===== src/rtl/bwi_pkg.sv =====
package bwi_pkg;

  localparam int BANK_W = 4;

  typedef struct packed {
    logic              valid;
    logic [BANK_W-1:0] hi;
    logic              prog;
    logic              read;
  } hist_t;

  // Bank rule: same space, masked upper bits differ.
  function automatic logic bank_cross(hist_t h, logic [BANK_W-1:0] hi,
                                      logic prog, logic [BANK_W-1:0] mask);
    return h.valid && (h.prog == prog) && (((h.hi ^ hi) & mask) != '0);
  endfunction

  // Space rule: data access followed by program access.
  function automatic logic space_cross(hist_t h, logic prog);
    return h.valid && !h.prog && prog;
  endfunction

  // Read-switch rule: read of one space after read of the other.
  function automatic logic read_switch(hist_t h, logic prog, logic read,
                                       logic sw_en);
    return sw_en && h.valid && h.read && read && (h.prog != prog);
  endfunction

endpackage


===== src/rtl/bwi_cfg_reg.sv =====
module bwi_cfg_reg #(
  parameter int          MMR_AW   = 8,
  parameter logic [7:0]  CFG_ADDR = 8'h29
) (
  input  logic              clk,
  input  logic              rst_n,
  input  logic [MMR_AW-1:0] mmr_addr,
  input  logic              mmr_wr,
  input  logic [15:0]       mmr_wdata,
  output logic [15:0]       mmr_rdata,
  output logic [bwi_pkg::BANK_W-1:0] mask,
  output logic              sw_en,
  output logic              host_hold,
  output logic              data_hold,
  output logic              bus_off
);
  import bwi_pkg::*;

  localparam logic [15:0] RESET_WORD = 16'hF800;

  logic hit;
  logic [15:0] word;
  assign hit = (mmr_addr == CFG_ADDR[MMR_AW-1:0]);

  always_ff @(posedge clk or negedge rst_n) begin
    if (!rst_n) begin
      mask      <= RESET_WORD[15 -: BANK_W];
      sw_en     <= RESET_WORD[11];
      host_hold <= 1'b0;
      data_hold <= 1'b0;
      bus_off   <= 1'b0;
    end else if (mmr_wr && hit) begin
      mask      <= mmr_wdata[15 -: BANK_W];
      sw_en     <= mmr_wdata[11];
      host_hold <= mmr_wdata[2];
      data_hold <= mmr_wdata[1];
      bus_off   <= mmr_wdata[0];
    end
  end

  always_comb begin
    word = '0;
    word[15 -: BANK_W] = mask;
    word[11] = sw_en;
    word[2]  = host_hold;
    word[1]  = data_hold;
    word[0]  = bus_off;
  end

  assign mmr_rdata = hit ? word : 16'h0000;

  assert_reserved_zero_R7: assert property (@(posedge clk) disable iff (!rst_n)
    mmr_rdata[10:3] == 8'h00);

  assert_miss_no_write_R7: assert property (@(posedge clk) disable iff (!rst_n)
    (mmr_wr && !hit) |=> $stable(word));

endmodule


===== src/rtl/bwi_history.sv =====
module bwi_history (
  input  logic                       clk,
  input  logic                       rst_n,
  input  logic                       complete,
  input  logic [bwi_pkg::BANK_W-1:0] hi,
  input  logic                       prog,
  input  logic                       read,
  output bwi_pkg::hist_t             rec
);
  import bwi_pkg::*;

  always_ff @(posedge clk or negedge rst_n) begin
    if (!rst_n) rec <= '0;
    else if (complete) rec <= '{valid: 1'b1, hi: hi, prog: prog, read: read};
  end

  assert_hist_hold_R3: assert property (@(posedge clk) disable iff (!rst_n)
    !complete |=> $stable(rec));

endmodule


===== src/rtl/bwi_wait_ctl.sv =====
module bwi_wait_ctl (
  input  logic clk,
  input  logic rst_n,
  input  logic req,
  input  logic need_wait,
  input  logic bus_off,
  output logic ready,
  output logic wait_q,
  output logic complete,
  output logic bus_en
);
  logic off_block;

  // An access already in its wait cycle is allowed to finish.
  assign off_block = bus_off && !wait_q;
  assign ready     = req && !off_block && (wait_q || !need_wait);
  assign complete  = req && ready;
  assign bus_en    = !bus_off || wait_q;

  always_ff @(posedge clk or negedge rst_n) begin
    if (!rst_n) wait_q <= 1'b0;
    else if (complete) wait_q <= 1'b0;
    else if (req && need_wait && !off_block) wait_q <= 1'b1;
  end

  assert_one_wait_R6: assert property (@(posedge clk) disable iff (!rst_n)
    (wait_q && req) |-> ready);

  assert_wait_clears_R6: assert property (@(posedge clk) disable iff (!rst_n)
    (wait_q && req) |=> !wait_q);

  assert_inflight_bus_R10: assert property (@(posedge clk) disable iff (!rst_n)
    wait_q |-> bus_en);

endmodule


===== src/rtl/bank_wait_inserter.sv =====
module bank_wait_inserter #(
  parameter int         ADDR_W   = 16,
  parameter int         MMR_AW   = 8,
  parameter logic [7:0] CFG_ADDR = 8'h29
) (
  input  logic              clk,
  input  logic              rst_n,
  input  logic [MMR_AW-1:0] mmr_addr,
  input  logic              mmr_wr,
  input  logic [15:0]       mmr_wdata,
  output logic [15:0]       mmr_rdata,
  input  logic              acc_req,
  input  logic [ADDR_W-1:0] acc_addr,
  input  logic              acc_prog,
  input  logic              acc_read,
  output logic              acc_ready,
  output logic              bus_en,
  output logic              hold_host_en,
  output logic              hold_data_en
);
  import bwi_pkg::*;

  logic [BANK_W-1:0] mask, hi;
  logic sw_en, bus_off, wait_q, complete;
  logic bank_ev, space_ev, switch_ev, need_wait;
  hist_t rec;

  assign hi = acc_addr[ADDR_W-1 -: BANK_W];

  bwi_cfg_reg #(.MMR_AW(MMR_AW), .CFG_ADDR(CFG_ADDR)) u_cfg (
    .clk(clk), .rst_n(rst_n), .mmr_addr(mmr_addr), .mmr_wr(mmr_wr),
    .mmr_wdata(mmr_wdata), .mmr_rdata(mmr_rdata), .mask(mask), .sw_en(sw_en),
    .host_hold(hold_host_en), .data_hold(hold_data_en), .bus_off(bus_off)
  );

  bwi_history u_hist (
    .clk(clk), .rst_n(rst_n), .complete(complete), .hi(hi),
    .prog(acc_prog), .read(acc_read), .rec(rec)
  );

  // Named crossing events, visible to assertions.
  assign bank_ev   = bank_cross(rec, hi, acc_prog, mask);
  assign space_ev  = space_cross(rec, acc_prog);
  assign switch_ev = read_switch(rec, acc_prog, acc_read, sw_en);
  assign need_wait = bank_ev || space_ev || switch_ev;

  bwi_wait_ctl u_ctl (
    .clk(clk), .rst_n(rst_n), .req(acc_req), .need_wait(need_wait),
    .bus_off(bus_off), .ready(acc_ready), .wait_q(wait_q),
    .complete(complete), .bus_en(bus_en)
  );

  assert_first_free_R2: assert property (@(posedge clk) disable iff (!rst_n)
    (acc_req && !rec.valid && !bus_off) |-> acc_ready);

  assert_space_wait_R4: assert property (@(posedge clk) disable iff (!rst_n)
    (acc_req && space_ev && !wait_q) |-> !acc_ready);

  assert_bus_off_stall_R9: assert property (@(posedge clk) disable iff (!rst_n)
    (acc_req && !bus_en) |-> !acc_ready);

  assert_zero_mask_R3: assert property (@(posedge clk) disable iff (!rst_n)
    (mask == '0) |-> !bank_ev);

endmodule


===== config.mk =====
export PLATFORM = sky130hd
export DESIGN_NAME = bank_wait_inserter
export DESIGN_NICKNAME = d
export VERILOG_FILES = /design/src/rtl/bwi_pkg.sv /design/src/rtl/bwi_cfg_reg.sv /design/src/rtl/bwi_history.sv /design/src/rtl/bwi_wait_ctl.sv /design/src/rtl/bank_wait_inserter.sv
export SDC_FILE = /design/constraint.sdc
export NUM_CORES = 1
export LEC_CHECK = 0
export ABC_AREA = 0
export BUFFER_PORTS_ARGS = -buffer_cell sky130_fd_sc_hd__buf_2
export CORE_MARGIN = 2
export CORE_UTILIZATION = 40
export CTS_BUF_LIST = sky130_fd_sc_hd__clkbuf_4 sky130_fd_sc_hd__clkbuf_8 sky130_fd_sc_hd__clkbuf_16
export DETAILED_ROUTE_END_ITERATION = 7
export PLACE_DENSITY = 0.82
export SYNTH_ARGS = -nofsm -noshare
export SYNTH_HDL_FRONTEND = slang
export SYNTH_HIERARCHICAL = 1
export SYNTH_SLANG_ARGS = --single-unit

===== constraint.sdc =====
create_clock -name clk -period 3 [get_ports clk]
set_input_delay 0.6 -clock clk [delete_from_list [all_inputs] [get_ports clk]]
set_output_delay 0.6 -clock clk [all_outputs]
set_load 0.01 [all_outputs]

* After elaboration in Yosys (flattened, before gate mapping)
Index checks and enable logic that the tools add are counted. Widths: inputs -> output; s select.
Operators by class: eq/ne operators 3, reduce and logical (&&, ||, !) cells 26, bitwise operators 2, $lt $le $gt $ge 0, $add $sub $neg 0, muxes and demuxes 3, $mul 0, div/mod/pow operators 0, shift-type cells 0
Operators with widths (count):
- $mux 16 | 1
- $logic_and 1x1->1 | 15
- $eq 8x6->1 const B | 1
- $logic_not 1->1 | 5
- $and 4x4->4 | 1
- $logic_or 1x1->1 | 4
- $reduce_bool 4->1 | 1
- $xor 4x4->4 | 1
- $mux 1 | 2
- $reduce_bool 2->1 | 1
- $eq 1x1->1 | 1
- $ne 1x1->1 | 1
Storage, ports and cells: word-level logic and storage cells 44, ROM bits 0, latch bits 0, memories kept 0, memory bits (writable) 0, register bits 16, input port bits 46, output and inout port bits 20

* Logic depth before layout (Yosys ltp)
Gate-level depths: netlist (run 1).
depth after elaboration 11, mapped depth 8, depth with buffers taken out 7

* Cells and area by module
Netlist (run 1), hierarchy kept.
Modules (own cells, without submodules):
- bwi_cfg_reg | area each 462.9 sq um, sequential area each 206.4 sq um, times used 1, cells each 38
- bwi_history | area each 282.8 sq um, sequential area each 175.2 sq um, times used 1, cells each 15
- bank_wait_inserter | area each 86.3 sq um, sequential area each 0.0 sq um, times used 1, cells each 12
- bwi_wait_ctl | area each 72.6 sq um, sequential area each 25.0 sq um, times used 1, cells each 8

* Worst setup path after synthesis (run 1)
No wires, ideal clock.
path kind input to output, start in acc_addr[14], end out acc_ready, cell stages on the path 6, arrival 1503 ps, slack 897 ps, cell sequence xor2_1 > a22oi_1 > nand4_1 > and4_1 > nor2_1 > o21a_1
On the way: longest elaborated chain between the ends 9
RTL lines:
- from (decl) | RTL line bank_wait_inserter.sv:13 | input logic [ADDR_W-1:0] acc_addr,
- $xor 4x4->4 | RTL line bwi_pkg.sv:15 | return h.valid && (h.prog == prog) && (((h.hi ^ hi) & mask) != '0);
- $and 4x4->4 | RTL line bwi_pkg.sv:15
- $reduce_bool 4->1 | RTL line bwi_pkg.sv:15
- $logic_and 1x1->1 | RTL line bwi_pkg.sv:15
- $logic_or 1x1->1 (2 in series) | RTL line bank_wait_inserter.sv:45 | assign need_wait = bank_ev || space_ev || switch_ev;
- via need_wait | RTL line bank_wait_inserter.sv:25 | logic bank_ev, space_ev, switch_ev, need_wait;
- $logic_not 1->1 | RTL line bwi_wait_ctl.sv:16 | assign ready = req && !off_block && (wait_q || !need_wait);
- $logic_or 1x1->1 | RTL line bwi_wait_ctl.sv:16
- $logic_and 1x1->1 | RTL line bwi_wait_ctl.sv:16
- to (decl) | RTL line bank_wait_inserter.sv:16 | output logic acc_ready,
The timed path passes the listed nets, and every way through them passes these cells.

* Worst setup path in the final report (run 1)
Ends and elaborated chain as after synthesis.

==> results of run 1 <==
[stage by stage]
stage	std cells	utilization (%)	hold WS [ps]
detailed placement	136	49.8	448
floorplan	80	-	304
global route	140	51.4	220
global placement	136	49.8	442
finish	140	51.4	212
CTS	140	51.4	217
[final cells by class]
type | instances | area share [%]
multi-input cells | 55 | 40.6
flip-flops and latches | 16 | 36.4
repair buffers | 37 | 16.6
clock buffers | 4 | 3.25
well taps | 28 | 3.14
[state kept, by name (all words and copies together) (netlist names)]
register         cells
u_hist/rec           7
u_cfg/mask           4
u_cfg/bus_off        1
u_cfg/data_hold      1
u_cfg/host_hold      1
u_cfg/sw_en          1
u_ctl/wait_q         1
[synthesized netlist by cell type]
| cell | instances |
|---|---|
| a22oi_1 | 2 |
| and2_1 | 8 |
| and2b_1 | 1 |
| and3_2 | 1 |
| and4_1 | 1 |
| and4bb_2 | 1 |
| buf_4 | 8 |
| buf_6 | 1 |
| conb_1 | 1 |
| dfrtp_1 | 11 |
| dfstp_2 | 5 |
| mux2_2 | 8 |
| mux2_4 | 6 |
| nand2_1 | 1 |
| nand2b_1 | 2 |
| nand3_1 | 2 |
| nand3b_1 | 1 |
| nand4_1 | 1 |
| nand4_4 | 1 |
| nor2_1 | 3 |
| o21a_1 | 2 |
| o31ai_2 | 1 |
| or2_1 | 1 |
| xor2_1 | 4 |
[worst max-delay path by stage]
stage / cells past startpoint / from / end / slack [ps]
2_1_floorplan: 6 / acc_addr[14] / acc_ready / 900
3_3_place_gp: 8 / acc_addr[14] / acc_ready / 630
3_5_place_dp: 8 / acc_addr[14] / u_hist/rec[4]$_DFFE_PN0P_ / 550
4_1_cts: 8 / acc_addr[14] / acc_ready / 580
5_1_grt: 7 / u_hist/rec[4]$_DFFE_PN0P_ / acc_ready / 430
6_report: 8 / acc_addr[14] / acc_ready / 590
[cell families (layout without fill, tap and decap cells)]
family | Yosys count | after routing | synth area share, %
other cells | 1 | 8 | 0.415
compound gates | 5 | 5 | 4.70
mux | 14 | 14 | 19.9
xor+xnor | 4 | 4 | 3.87
simple gates | 24 | 24 | 18.3
flops | 16 | 16 | 45.0
buf+inv | 9 | 41 | 7.88
[power by group through the flow]
| stage | sequential, mW | clock [mW] | combinational [mW] |
|---|---|---|---|
| after global routing | 0.325 | 0.156 | 0.212 |
| after floorplan | 0.308 | 0 | 0.165 |
| after detailed placement | 0.320 | 0 | 0.195 |
| after global placement | 0.313 | 0 | 0.186 |
| after CTS | 0.317 | 0.146 | 0.195 |
| final | 0.316 | 0.140 | 0.192 |
[worst reg2reg max path, delay by kind of cell (launching register included)]
kind             cells  cell delay, ps
AO/OA/AOI/OAI        2             640
multiplexers         1             350
flip-flops           1             410
AND/OR/NAND/NOR      3             450
XOR/XNOR             1             150
[per-layer routing]
metal,part of all wire [%],vias to the layer above
met5,0,-
met4,0,0
met3,5.8,0
met2,54,21
met1,40,299
li1,-,315
==> run_summary.xml, run 1 <==
<?xml version="1.0" encoding="UTF-8"?>
<metrics>
  <group name="run_status">
    <metric name="run_status" unit="">finished, final reports clean</metric>
  </group>
  <group name="critical_path">
    <metric name="required_time_at_the_endpoint_of_the_critical_path" unit="ps">2400</metric>
    <metric name="worst_path_largest_cell_delay" unit="ps">240</metric>
    <metric name="crit_path_max_fanout" unit="">2</metric>
    <metric name="worst_path_max_delay_cell" unit="">a22oi_1</metric>
    <metric name="critical_path_cell_by_cell" unit="">buf_2, xor2_1, a22oi_1, nand3_1, and4_1, nor2_1, o21a_1, buf_2</metric>
    <metric name="critPathTopFamily" unit="">simple AND/OR/NAND/NOR gates</metric>
    <metric name="arrival" unit="ps">1810</metric>
    <metric name="criticalPathCategory" unit="">in -&gt; out</metric>
    <metric name="worstSetupStartpointType" unit="">input pin</metric>
    <metric name="critical-path-top-cell-by-count" unit="">buf_2</metric>
    <metric name="crit-reg2reg-capture" unit="">u_hist/rec[4]$_DFFE_PN0P_</metric>
    <metric name="setup.reg_to_reg.worst_slack" unit="ps">900</metric>
    <metric name="r2r.worst_path.cells" unit="">7</metric>
    <metric name="timing.critical_path.buf_inv" unit="">2</metric>
    <metric name="critical_path.reg2reg.startpoint" unit="">u_hist/rec[4]$_DFFE_PN0P_</metric>
    <metric name="crit_path_end_kind" unit="">output pin</metric>
  </group>
  <group name="pwr">
    <metric name="p_int" unit="mW">0.462</metric>
    <metric name="power.density_cell_area" unit="nW/um^2">580</metric>
    <metric name="p_sw_share" unit="%">28.7</metric>
    <metric name="net_load_switching_power" unit="mW">0.186</metric>
    <metric name="seqPwrFrac" unit="%">48.7</metric>
    <metric name="power.ir.vdd_worst" unit="mV">0.398</metric>
    <metric name="power.share.clock" unit="%">21.7</metric>
    <metric name="power_after_layout" unit="mW">0.648</metric>
    <metric name="p_leak" unit="nW">0.576</metric>
    <metric name="combinationalPowerShare" unit="%">29.6</metric>
  </group>
  <group name="yosys">
    <metric name="synth.largest_area_cell" unit="">dfrtp_1</metric>
    <metric name="synth_area" unit="sq um">905</metric>
    <metric name="netlist_top_cells_area" unit="">dfrtp_1 (30%), dfstp_2 (15%), mux2_2 (10%), mux2_4 (10%), buf_4 (6.6%)</metric>
    <metric name="yosys.cell_types.count" unit="">24</metric>
    <metric name="yosysTopAreaCellShare" unit="%">30.4</metric>
    <metric name="synthCells" unit="">73</metric>
    <metric name="synthesized_flop_and_latch_total" unit="">16</metric>
    <metric name="avgSynthCellArea" unit="sq um">12.4</metric>
    <metric name="synth_sequential_area_ratio" unit="%">45.0</metric>
    <metric name="synthesis.yosys.warnings" unit="">6</metric>
  </group>
  <group name="sta">
    <metric name="fmax" unit="GHz">0.416</metric>
    <metric name="period_share" unit="%">80.2</metric>
    <metric name="finalSetupViolations" unit="">0</metric>
    <metric name="finalWorstSetupSlack" unit="ps">594</metric>
    <metric name="final-hold-violation-count" unit="">0</metric>
    <metric name="timing.final.crit_period" unit="ps">2410</metric>
    <metric name="rsz_0062_raised_after_global_routing" unit="">no</metric>
    <metric name="finClkSkew" unit="ps">3.71</metric>
    <metric name="timing.setup.tns" unit="ps">0</metric>
    <metric name="maxSlewViolCount" unit="">0</metric>
  </group>
  <group name="route">
    <metric name="drt_first_iter_violations" unit="">4</metric>
    <metric name="route.antenna.remaining_nets" unit="">0</metric>
    <metric name="detail_route.first_pass.iterations" unit="">3</metric>
    <metric name="detail_route.vias_per_cell" unit="">4.54</metric>
    <metric name="wl_per_cell" unit="um">11.8</metric>
    <metric name="vias" unit="">635</metric>
    <metric name="detail_route.drc_violations" unit="">0</metric>
    <metric name="detailed_route_wire_length" unit="um">1660</metric>
  </group>
  <group name="clock_tree">
    <metric name="clock_tree.root_cell" unit="">clkbuf_4</metric>
    <metric name="numCtsBuffers" unit="">3</metric>
    <metric name="cts_post_setup_buffers_inserted" unit="">0</metric>
    <metric name="tritoncts" unit="">yes</metric>
    <metric name="clock_tree.buffer_depth" unit="">2</metric>
    <metric name="cts_resized" unit="">0</metric>
    <metric name="cts_hold_buf" unit="">0</metric>
    <metric name="numClockSinks" unit="">16</metric>
    <metric name="clk_latency_worst_skew_pair" unit="ps">280</metric>
    <metric name="htree_levels" unit="">1</metric>
    <metric name="clkSlewWorstSetupHoldPaths" unit="ps">100</metric>
  </group>
  <group name="place">
    <metric name="finalWeightedCongestion" unit="">0.668</metric>
    <metric name="io_buffers" unit="">37</metric>
    <metric name="pre_cts_ws" unit="ps">547</metric>
    <metric name="place.detailed.hpwl" unit="um">1370</metric>
    <metric name="placed_area" unit="sq um">1080</metric>
  </group>
  <group name="cells_and_area">
    <metric name="mostFrequentLayoutCells" unit="">buf_2 (37), dfrtp_1 (11), and2_1 (8), mux2_2 (8), conb_1 (8)</metric>
    <metric name="final_antenna_diode_count" unit="">0</metric>
    <metric name="nets" unit="">159</metric>
    <metric name="regArea" unit="sq um">407</metric>
    <metric name="postLayoutCellArea" unit="sq um">1120</metric>
    <metric name="layout_commonest_cell" unit="">buf_2</metric>
    <metric name="layout-drive-gt1-share" unit="%">57.1</metric>
    <metric name="multi_input_comb_area" unit="sq um">453</metric>
    <metric name="area_growth_syn_to_layout" unit="%">23.4</metric>
    <metric name="fillers" unit="">214</metric>
  </group>
  <group name="die">
    <metric name="die_w" unit="um">51.6</metric>
    <metric name="design.portCount" unit="">66</metric>
    <metric name="rows" unit="">17</metric>
    <metric name="initial_core_util" unit="%">41.7</metric>
    <metric name="floorplan.core_area" unit="sq um">2170</metric>
    <metric name="die_area" unit="sq um">2660</metric>
    <metric name="chipHeight" unit="um">51.6</metric>
  </group>
  <group name="min_path">
    <metric name="hold_crit_class" unit="">in -&gt; async</metric>
  </group>
  <group name="global_route">
    <metric name="grt_util_all_layers" unit="%">14.5</metric>
    <metric name="number_of_antenna_violations_at_the_first_check_in_global_routing" unit="">0</metric>
    <metric name="met3_track_usage_gr" unit="%">3.45</metric>
    <metric name="grt.overflow.total" unit="">0</metric>
    <metric name="global_route.usage.met2" unit="%">25.9</metric>
    <metric name="grt_most_used_layer" unit="">met2</metric>
    <metric name="grt_use_met1" unit="%">17.3</metric>
    <metric name="first_pass_grt_wire_length" unit="um">2880</metric>
    <metric name="grt_start_max_net_pins" unit="">17</metric>
    <metric name="first_global_vias" unit="">669</metric>
  </group>
  <group name="job">
    <metric name="drv_cap" unit="">0</metric>
  </group>
</metrics>
No activity file was read; power rests on OpenSTA's default activity.
==> run 2, diff against run 1 <==
--- a/config.mk
+++ b/config.mk
@@ -8,10 +8,10 @@
 export ABC_AREA = 0
 export BUFFER_PORTS_ARGS = -buffer_cell sky130_fd_sc_hd__buf_2
 export CORE_MARGIN = 2
-export CORE_UTILIZATION = 40
+export CORE_UTILIZATION = 39
 export CTS_BUF_LIST = sky130_fd_sc_hd__clkbuf_4 sky130_fd_sc_hd__clkbuf_8 sky130_fd_sc_hd__clkbuf_16
 export DETAILED_ROUTE_END_ITERATION = 7
-export PLACE_DENSITY = 0.82
+export PLACE_DENSITY = 0.81
 export SYNTH_ARGS = -nofsm -noshare
 export SYNTH_HDL_FRONTEND = slang
 export SYNTH_HIERARCHICAL = 1
==> constraint.sdc (replaced) <==
create_clock -name clk -period 2.3 [get_ports clk]
set_input_delay 0.46 -clock clk [delete_from_list [all_inputs] [get_ports clk]]
set_output_delay 0.46 -clock clk [all_outputs]
set_load 0.01 [all_outputs]
==> run 2 against run 1 <==
Power rose by 36%. Critical path depth shrank 1. Critical path type is now reg -> out. Clock-buffer cell count is the same.
==> run_summary.xml, run 2 (same netlist as run 1, synthesis figures left out) <==
<?xml version="1.0" encoding="UTF-8"?>
<metrics>
  <group name="global_route">
    <metric name="first_pass_grt_wire_length" unit="um">2920</metric>
    <metric name="first_global_vias" unit="">651</metric>
    <metric name="grt_start_max_net_pins" unit="">17</metric>
    <metric name="grt.overflow.total" unit="">0</metric>
    <metric name="grt_util_all_layers" unit="%">15.0</metric>
    <metric name="number_of_antenna_violations_at_the_first_check_in_global_routing" unit="">0</metric>
  </group>
  <group name="clock_tree">
    <metric name="clock_tree.buffer_depth" unit="">2</metric>
    <metric name="numCtsBuffers" unit="">3</metric>
    <metric name="cts_post_setup_buffers_inserted" unit="">0</metric>
    <metric name="clock_tree.root_cell" unit="">clkbuf_4</metric>
    <metric name="tritoncts" unit="">yes</metric>
    <metric name="clkSlewWorstSetupHoldPaths" unit="ps">100</metric>
    <metric name="htree_levels" unit="">1</metric>
    <metric name="clk_latency_worst_skew_pair" unit="ps">280</metric>
    <metric name="numClockSinks" unit="">16</metric>
  </group>
  <group name="route">
    <metric name="wl_per_cell" unit="um">12.9</metric>
    <metric name="dr_wl_met2" unit="um">992</metric>
    <metric name="detailed_route_wire_length" unit="um">1820</metric>
    <metric name="detail_route.drc_violations" unit="">0</metric>
    <metric name="vias" unit="">672</metric>
    <metric name="maxUsedRoutingLayer" unit="">met4</metric>
    <metric name="met3_length" unit="um">89</metric>
    <metric name="detail_route.first_pass.iterations" unit="">4</metric>
    <metric name="drt_first_iter_violations" unit="">5</metric>
    <metric name="drt-met1-wl" unit="um">696</metric>
    <metric name="route.antenna.remaining_nets" unit="">0</metric>
    <metric name="detail_route.vias_per_cell" unit="">4.77</metric>
  </group>
  <group name="sta">
    <metric name="timing.hold.ws" unit="ps">61.8</metric>
    <metric name="period_share" unit="%">93.8</metric>
    <metric name="maxSlewViolCount" unit="">0</metric>
    <metric name="final-hold-violation-count" unit="">0</metric>
    <metric name="timing.final.crit_period" unit="ps">2160</metric>
    <metric name="fmax" unit="GHz">0.464</metric>
    <metric name="timing.setup.tns" unit="ps">0</metric>
    <metric name="finClkSkew" unit="ps">3.71</metric>
    <metric name="finalSetupViolations" unit="">0</metric>
    <metric name="rsz_0062_raised_after_global_routing" unit="">no</metric>
  </group>
  <group name="pwr">
    <metric name="power_after_layout" unit="mW">0.879</metric>
    <metric name="p_leak" unit="nW">0.586</metric>
    <metric name="power.density_cell_area" unit="nW/um^2">769</metric>
    <metric name="power.ir.vdd_worst" unit="mV">0.563</metric>
  </group>
  <group name="critical_path">
    <metric name="crit-reg2reg-capture" unit="">u_hist/rec[5]$_DFFE_PN0P_</metric>
    <metric name="crit_path_max_fanout" unit="">2</metric>
    <metric name="critical_path.reg2reg.startpoint" unit="">u_hist/rec[5]$_DFFE_PN0P_</metric>
    <metric name="worstSetupStartpointType" unit="">register</metric>
    <metric name="r2r.worst_path.cells" unit="">8</metric>
    <metric name="crit_path_end_kind" unit="">output pin</metric>
    <metric name="required_time_at_the_endpoint_of_the_critical_path" unit="ps">1840</metric>
    <metric name="setup.reg_to_reg.worst_slack" unit="ps">400</metric>
    <metric name="timing.critical_path.to" unit="">acc_ready</metric>
    <metric name="crit_path_start" unit="">u_hist/rec[5]$_DFFE_PN0P_</metric>
    <metric name="arrival" unit="ps">1700</metric>
    <metric name="criticalPathCategory" unit="">reg -&gt; out</metric>
  </group>
  <group name="place">
    <metric name="io_buffers" unit="">37</metric>
    <metric name="placed_area" unit="sq um">1100</metric>
    <metric name="finalWeightedCongestion" unit="">0.669</metric>
  </group>
  <group name="cells_and_area">
    <metric name="layout-drive-gt1-share" unit="%">59.3</metric>
    <metric name="nets" unit="">160</metric>
    <metric name="largest_register_ffs" unit="">7</metric>
    <metric name="regArea" unit="sq um">407</metric>
    <metric name="postLayoutCellArea" unit="sq um">1140</metric>
    <metric name="layout_commonest_cell" unit="">buf_2</metric>
    <metric name="multi_input_comb_area" unit="sq um">460</metric>
    <metric name="largest_registers_in_the_final_layout" unit="">u_hist/rec (7), u_cfg/mask (4)</metric>
    <metric name="final_antenna_diode_count" unit="">0</metric>
    <metric name="area_growth_syn_to_layout" unit="%">26.4</metric>
    <metric name="fillers" unit="">206</metric>
    <metric name="fin_util" unit="%">51.7</metric>
    <metric name="top_register" unit="">u_hist/rec</metric>
    <metric name="mostFrequentLayoutCells" unit="">buf_2 (37), dfrtp_1 (11), and2_1 (8), mux2_2 (8), conb_1 (8)</metric>
  </group>
  <group name="die">
    <metric name="chipHeight" unit="um">52.2</metric>
    <metric name="die_w" unit="um">52.2</metric>
    <metric name="initial_core_util" unit="%">40.9</metric>
    <metric name="die_area" unit="sq um">2720</metric>
    <metric name="rows" unit="">17</metric>
    <metric name="floorplan.core_area" unit="sq um">2210</metric>
    <metric name="design.portCount" unit="">66</metric>
  </group>
  <group name="run_status">
    <metric name="run_status" unit="">finished, final reports clean</metric>
  </group>
  <group name="min_path">
    <metric name="hold_crit_class" unit="">in -&gt; async</metric>
  </group>
  <group name="job">
    <metric name="drv_cap" unit="">0</metric>
  </group>
</metrics>
## run 2: changes by cell type in the layout (fill, tap and decap cells not counted)
cell	previous run	this run
a22oi_1	2	1
a22oi_2	0	1
buf_12	0	1
nor2_1	3	2
nor2_2	0	1
## run 2: how the worst min path moves through the flow
stage / to / slack [ps] / cells after the start
after floorplan: u_cfg/bus_off$_DFFE_PN0P_ / 160 / 0
after global placement: u_hist/rec[3]$_DFFE_PN0P_ / 380 / 1
after detailed placement: u_hist/rec[3]$_DFFE_PN0P_ / 390 / 1
after CTS: u_hist/rec[3]$_DFFE_PN0P_ / 70 / 1
after global routing: u_hist/rec[3]$_DFFE_PN0P_ / 80 / 1
final: u_hist/rec[3]$_DFFE_PN0P_ / 60 / 1
## run 2: cell type report
cell class	count	share of cell area [%]
multi-input combinational	55	40.3
sequential	16	35.6
timing repair buffer	38	17.9
clock buffer	4	3.17
tap	28	3.06
## run 2: repair_timing
item                                   CTS  global route
hold buffers                             0             0
setup endpoints to repair                0             1
endpoints found under the hold margin    0             0
gates resized for setup                  0             2
## run 2: metal layers
metal  vias up  track usage [%]
met1       324             17.1
li1        319                -
met2        25             26.6
met3         4             2.59
met5         -                0
met4         0             7.69
## run 2: where the power goes
group	switching [mW]	internal (mW)	leakage, nW
clock	0.0898	0.0962	0.0210
combinational	0.106	0.176	0.381
sequential	0.0581	0.353	0.184
## run 2: critical path, cell delays in order, from the launching register on
cell,delay [ps]
dfrtp_1,410
xor2_1,150
a22oi_2,210
nand3_1,90
and4_1,230
nor2_2,100
o21a_1,110
buf_2,120
## run 2: through the flow
| step | std cells | worst slack [ps] |
|---|---|---|
| 6_report | 141 | 143 |
| 5_1_grt | 141 | 21.2 |
| 4_1_cts | 141 | 47.7 |
| 3_5_place_dp | 137 | 127 |
| 3_3_place_gp | 137 | 191 |
| 2_1_floorplan | 80 | 425 |
